## config.mk

```make
export PLATFORM = sky130hd
export DESIGN_NAME = outstanding_req_tracker
export DESIGN_NICKNAME = d
export VERILOG_FILES = /design/src/rtl/outstanding_req_tracker.sv
export SDC_FILE = /design/constraint.sdc
export NUM_CORES = 1
export LEC_CHECK = 0
export BUFFER_PORTS_ARGS = -buffer_cell sky130_fd_sc_hd__buf_4
export CORE_MARGIN = 2
export CORE_UTILIZATION = 25
export CTS_BUF_LIST = sky130_fd_sc_hd__clkbuf_8 sky130_fd_sc_hd__clkbuf_16
export CTS_CLUSTER_SIZE = 12
export DETAILED_ROUTE_END_ITERATION = 12
export PLACE_DENSITY_LB_ADDON = 0.12
export SLEW_MARGIN = 5
export SYNTH_ARGS = -nofsm -noshare
export SYNTH_HDL_FRONTEND = slang
export SYNTH_SLANG_ARGS = --single-unit
export TNS_END_PERCENT = 20
```

## constraint.sdc

```tcl
create_clock -name clk -period 7.26 [get_ports clk]
set_clock_uncertainty 0.15 [all_clocks]
set_input_delay 0.363 -clock clk [delete_from_list [all_inputs] [get_ports clk]]
set_output_delay 0.363 -clock clk [all_outputs]
set_load 0.01 [all_outputs]
```

## src/rtl/outstanding_req_tracker.sv

```systemverilog
module outstanding_req_tracker #(
  parameter int ADDR_W     = 32,
  parameter int LINE_OFF   = 6,
  parameter int MAX_OUT    = 4,
  parameter int WD_THRESH  = 64,
  parameter int ICACHE_LAT = 1,
  parameter int DCACHE_LAT = 2,
  parameter int LAT_W      = 4,
  parameter int CYC_W      = 16,
  parameter int CNT_W      = 8
) (
  input  logic                           clk,
  input  logic                           rst_n,
  input  logic                           req_valid,
  input  logic [ADDR_W-1:0]              req_addr,
  input  logic [3:0]                     req_kind,
  output logic [1:0]                     req_status,
  output logic                           iss_valid,
  output logic [ADDR_W-1:0]              iss_addr,
  output logic [3:0]                     iss_kind,
  output logic [LAT_W-1:0]               iss_lat,
  input  logic                           rsp_valid,
  input  logic                           rsp_wr,
  input  logic [ADDR_W-1:0]              rsp_addr,
  output logic                           done_valid,
  output logic [CYC_W-1:0]               done_lat,
  output logic                           rsp_err,
  output logic [$clog2(MAX_OUT+1)-1:0]   occupancy,
  output logic                           deadlock,
  output logic [CNT_W-1:0]               cnt_st_ld,
  output logic [CNT_W-1:0]               cnt_st_st,
  output logic [CNT_W-1:0]               cnt_ld_ld,
  output logic [CNT_W-1:0]               cnt_ld_st
);
  localparam int OCC_W = $clog2(MAX_OUT+1);
  localparam logic [ADDR_W-1:0] LMASK = {ADDR_W{1'b1}} << LINE_OFF;

  logic [MAX_OUT-1:0] rd_v, wr_v, rd_hit, wr_hit, rd_rhit, wr_rhit, rd_set, wr_set;
  logic [ADDR_W-1:0]  rd_line [MAX_OUT];
  logic [ADDR_W-1:0]  wr_line [MAX_OUT];
  logic [CYC_W-1:0]   rd_t [MAX_OUT];
  logic [CYC_W-1:0]   wr_t [MAX_OUT];
  logic [CYC_W-1:0]   now, wd_cnt, hit_t;
  logic               stale;

  wire [ADDR_W-1:0] req_line = req_addr & LMASK;
  wire [ADDR_W-1:0] rsp_line = rsp_addr & LMASK;
  wire req_is_wr = (req_kind != 4'd0) && (req_kind != 4'd1);
  wire is_full   = occupancy >= OCC_W'(MAX_OUT);
  wire in_rd     = |rd_hit;
  wire in_wr     = |wr_hit;
  wire alias_hit = in_rd | in_wr;
  wire accept    = req_valid && !is_full && !alias_hit;
  wire rsp_hit   = rsp_wr ? |wr_rhit : |rd_rhit;
  wire rsp_free  = rsp_valid && rsp_hit;
  wire chk_now   = (occupancy != '0) && (wd_cnt == CYC_W'(WD_THRESH - 1));

  wire ev_st_ld = req_valid && !is_full && req_is_wr && in_rd;
  wire ev_st_st = req_valid && !is_full && req_is_wr && !in_rd && in_wr;
  wire ev_ld_st = req_valid && !is_full && !req_is_wr && in_wr;
  wire ev_ld_ld = req_valid && !is_full && !req_is_wr && !in_wr && in_rd;

  assign req_status = !req_valid ? 2'd0 : is_full ? 2'd2 : alias_hit ? 2'd1 : 2'd0;
  assign iss_lat    = (iss_kind == 4'd1) ? LAT_W'(ICACHE_LAT) : LAT_W'(DCACHE_LAT);

  for (genvar g = 0; g < MAX_OUT; g++) begin : g_cmp
    assign rd_hit[g]  = rd_v[g] && (rd_line[g] == req_line);
    assign wr_hit[g]  = wr_v[g] && (wr_line[g] == req_line);
    assign rd_rhit[g] = rd_v[g] && (rd_line[g] == rsp_line);
    assign wr_rhit[g] = wr_v[g] && (wr_line[g] == rsp_line);
  end

  always_comb begin
    rd_set = '0;
    wr_set = '0;
    hit_t  = '0;
    stale  = 1'b0;
    for (int i = MAX_OUT-1; i >= 0; i--) begin
      if (!rd_v[i]) rd_set = MAX_OUT'(1) << i;
      if (!wr_v[i]) wr_set = MAX_OUT'(1) << i;
    end
    if (!accept || req_is_wr)  rd_set = '0;
    if (!accept || !req_is_wr) wr_set = '0;
    for (int i = 0; i < MAX_OUT; i++) begin
      if (rsp_wr ? wr_rhit[i] : rd_rhit[i]) hit_t = hit_t | (rsp_wr ? wr_t[i] : rd_t[i]);
      if (rd_v[i] && (now - rd_t[i]) >= CYC_W'(WD_THRESH)) stale = 1'b1;
      if (wr_v[i] && (now - wr_t[i]) >= CYC_W'(WD_THRESH)) stale = 1'b1;
    end
  end

  always_ff @(posedge clk) begin
    for (int i = 0; i < MAX_OUT; i++) begin
      if (rd_set[i]) begin rd_line[i] <= req_line; rd_t[i] <= now; end
      if (wr_set[i]) begin wr_line[i] <= req_line; wr_t[i] <= now; end
    end
    iss_addr <= req_line;
    iss_kind <= req_kind;
    done_lat <= now - hit_t;
  end

  always_ff @(posedge clk) begin
    if (!rst_n) begin
      rd_v <= '0; wr_v <= '0; occupancy <= '0; now <= '0; wd_cnt <= '0;
      iss_valid <= 1'b0; done_valid <= 1'b0; rsp_err <= 1'b0; deadlock <= 1'b0;
      cnt_st_ld <= '0; cnt_st_st <= '0; cnt_ld_ld <= '0; cnt_ld_st <= '0;
    end else begin
      rd_v <= (rd_v & ~((rsp_free && !rsp_wr) ? rd_rhit : '0)) | rd_set;
      wr_v <= (wr_v & ~((rsp_free &&  rsp_wr) ? wr_rhit : '0)) | wr_set;
      if (accept && !rsp_free)      occupancy <= occupancy + 1'b1;
      else if (!accept && rsp_free) occupancy <= occupancy - 1'b1;
      now        <= now + 1'b1;
      iss_valid  <= accept;
      done_valid <= rsp_free;
      rsp_err    <= rsp_valid && !rsp_hit;
      if (occupancy == '0 || chk_now) wd_cnt <= '0;
      else                            wd_cnt <= wd_cnt + 1'b1;
      if (chk_now && stale) deadlock <= 1'b1;
      if (ev_st_ld && cnt_st_ld != '1) cnt_st_ld <= cnt_st_ld + 1'b1;
      if (ev_st_st && cnt_st_st != '1) cnt_st_st <= cnt_st_st + 1'b1;
      if (ev_ld_ld && cnt_ld_ld != '1) cnt_ld_ld <= cnt_ld_ld + 1'b1;
      if (ev_ld_st && cnt_ld_st != '1) cnt_ld_st <= cnt_ld_st + 1'b1;
    end
  end

  // count tracks the two tables
  a_r10_occ_matches: assert property (@(posedge clk) disable iff (!rst_n)
    32'(occupancy) == $countones(rd_v) + $countones(wr_v));
  // never above the limit
  a_r1_no_overflow: assert property (@(posedge clk) disable iff (!rst_n)
    occupancy <= OCC_W'(MAX_OUT));
  // full refusal issues nothing
  a_r1_full_no_issue: assert property (@(posedge clk) disable iff (!rst_n)
    (req_valid && req_status == 2'd2) |=> !iss_valid);
  // acceptance alone grows the count by one
  a_r5_accept_grows: assert property (@(posedge clk) disable iff (!rst_n)
    (req_valid && req_status == 2'd0 && !rsp_valid) |=> occupancy == $past(occupancy) + 1'b1);
  // an unmatched response frees nothing
  a_r8_err_keeps_occ: assert property (@(posedge clk) disable iff (!rst_n)
    (rsp_valid && !rsp_hit && !(req_valid && req_status == 2'd0)) |=> (rsp_err && $stable(occupancy)));
  // completion and error never coincide
  a_r7_done_or_err: assert property (@(posedge clk) disable iff (!rst_n)
    !(done_valid && rsp_err));
  // deadlock flag is sticky
  a_r9_deadlock_sticky: assert property (@(posedge clk) disable iff (!rst_n)
    deadlock |=> deadlock);
  // saturated counter stays saturated
  a_r11_sat_hold: assert property (@(posedge clk) disable iff (!rst_n)
    (cnt_ld_ld == '1) |=> (cnt_ld_ld == '1));
endmodule

```

==> metrics.txt <==
Main synth FF type=edfxtp_1; hold buffers post-CTS=33; H-tree depth=2; largest net degree at the start of global routing=44; Skew-Pair Late Insertion Delay=660 ps; fraction of registers with async set or reset after synthesis=0; worst-case clock buffer depth=3; via count=~20000; ANT nets after route=0; final WL=between 80000 and 90000 µm; register share of total power=0.450; Reg2Reg Depth=20; CTS Root Cell=clkbuf_16; port bufs=149; GPL Wtd Cong=0.847; number of max-cap violations=0; Worst Max-Slew Pin Slew=between 800 and 900 ps; Rel. slew slack=0.404; Clock Power Share=0.437; LEAKAGE=approximately 12 nW; Worst Setup End Kind=flop; unrepaired setup endpoints after global routing=false; endpoints failing hold=0; TritonCTS clock tree=yes; Seq cells post-synth=approximately 460; commonest cells after routing, fill and taps aside=336 x edfxtp_1, 330 x xnor2_1, 182 x xor2_1, 182 x buf_4, 181 x inv_1; Tcrit/Tclk final=0.807; row count=119; NetSw=roughly 0.0018 W; Layout fillers=11000; Pint=~0.005 W; Comb pwr share=0.113; Netlist cell types=76; grt ovf=0; number of setup buffers added after CTS=0; post_cts resized=0; commonest non-fill, non-tap cell in the layout=edfxtp_1; status=finished clean; fin crit period=~5900 ps; Worst Hold Class=input pin to flop; sequential area share after synthesis=0.471; clock transition at the registers of the reported paths=approximately 60 ps; sw frac=0.264; Crit Path Category=flop to flop; Critical Path RT=approximately 7700 ps; Ys Warns=0; Die Height=~330 µm; flip-flop and latch area=roughly 13000 µm²; PD cells=around 210 nW/µm²; Critical Path Fanout Max=7; vias in the first global route=roughly 19000; layout cell share with drive strength beyond 1=0.111; area grow syn2layout=18.3%; vias per cell=between 4 and 5; Layout Nets=about 2900; Reg2Reg Setup Slack=around 1400 ps; Core Util, Final=0.299; initial DRC count=1488; drt drc=0; Mean Syn Cell Area=around 11 µm²; Die Footprint=roughly 110000 µm²; Die X=approximately 330 µm; TNS Setup=0 ps; core area=between 100000 and 150000 µm²; Boundary Pins=between 150 and 200; peak supply drop=0.000176 V; count of pins over their slew limit=0; hold-critical path depth=2; Mapped Area=between 20000 and 30000 µm²; FMAX=between 150 and 200 MHz; dpl hpwl=roughly 62000 µm; initial antenna violation count=3; first-pass GRT wire length=~130000 µm; Starting Density=0.253; crit start category=flop; Syn Inst Count=approximately 2500; fin cells=about 4100; Post-synth EDFFs=approximately 340; crit path DAT=approximately 6300 ps; clock sink count=461; gr usage total=0.161; Final setup viols=0; Multi-input gate area=about 13000 µm²; drt wl/cell=between 20 and 25 µm; dpl cells=around 4000; CTS buffer count=58; drt pass-1 iters=5
## cells in the mapped netlist, drive strengths merged, types with 55 or more instances
master	number	area, µm²
nor2	176	677
xnor2	330	2890
ha	142	1780
clkbuf	55	206
a21oi	105	526
nand2	75	289
nand4	111	724
mux2i	81	811
dfxtp	125	2500
inv	170	638
xor2	182	1590
o21ai	63	315
edfxtp	336	10100
## per-stage QoR
step | area, µm² | power [W] | hold slack [ps] | setup slack, ps
floorplan | 26800 | 0.00350 | 241 | 931
global placement | 29400 | 0.00380 | 296 | 1420
detailed placement | 29400 | 0.00380 | 305 | 1440
CTS | 31600 | 0.00679 | 145 | 1560
global route | 31600 | 0.00694 | 185 | 976
finish | 31600 | 0.00667 | 210 | 1400
## critical path: stages (launching register included)
cell,delay [ps]
edfxtp_1,420
xnor2_1,270
nand4_1,120
nor4_1,400
nand4_1,430
nand2_1,230
nand2_1,350
o221ai_1,320
ha_1,200
inv_1,60
fa_1,430
a21o_1,190
a21oi_1,230
o21bai_1,100
a21oi_1,250
o21bai_1,130
a211o_1,330
a2111oi_0,630
o31ai_1,180
a21oi_1,200
xnor2_1,130
## cell families after synthesis
group                      after synthesis  share of synthesized area
AOI/OAI and AO/OA                      368                     0.0891
xor gates and xnor gates               512                      0.168
adders and majority gates              152                     0.0740
buffers and inverters                  264                     0.0445
DFF                                    461                      0.471
muxes                                   84                     0.0316
other                                    1                   0.000140
and+or+nand+nor                        625                      0.122
## layer usage
layer  global-route usage  share of wire  vias to the layer above
li1                     -              -                     9261
met1                0.215           0.46                     9552
met2                0.267           0.47                      492
met3               0.0223          0.045                      117
met4               0.0532          0.030                        0
met5                    0              0                        -
## area by class of cell
type,instances,area share
Antenna cell,1,0.0000792
Clock buffer,67,0.0509
Clock inverter,42,0.00958
Inverter,170,0.0202
Multi-Input combinational cell,1749,0.412
Sequential cell,461,0.398
Tap cell,1391,0.0551
Timing Repair Buffer,215,0.0537
## worst paths after layout
kind / start / end
max: wr_line[2][13]$_DFFE_PP_ / done_lat[14]$_DFF_P_
min: req_kind[0] / iss_kind[0]$_DFF_P_
max reg2reg: wr_line[2][13]$_DFFE_PP_ / done_lat[14]$_DFF_P_
min reg2reg: wd_cnt[0]$_SDFF_PP0_ / wd_cnt[0]$_SDFF_PP0_
## power by group through the flow
stage               registers, W  logic, W  clock network [W]
finish                   0.00300  0.000754            0.00291
CTS                      0.00300  0.000766            0.00302
global route             0.00301  0.000821            0.00311
global placement         0.00305  0.000744                  0
floorplan                0.00306  0.000439                  0
detailed placement       0.00306  0.000748                  0
## state kept, by name, summed over array words and instances, names as in the netlist, 3 cells and up
signal	cells
rd_line	104
wr_line	104
rd_t	64
wr_t	64
iss_addr	26
done_lat	16
now	16
wd_cnt	16
cnt_ld_ld	8
cnt_ld_st	8
cnt_st_ld	8
cnt_st_st	8
iss_kind	4
rd_v	4
wr_v	4
occupancy	3
(Power assumes the default switching activity.)
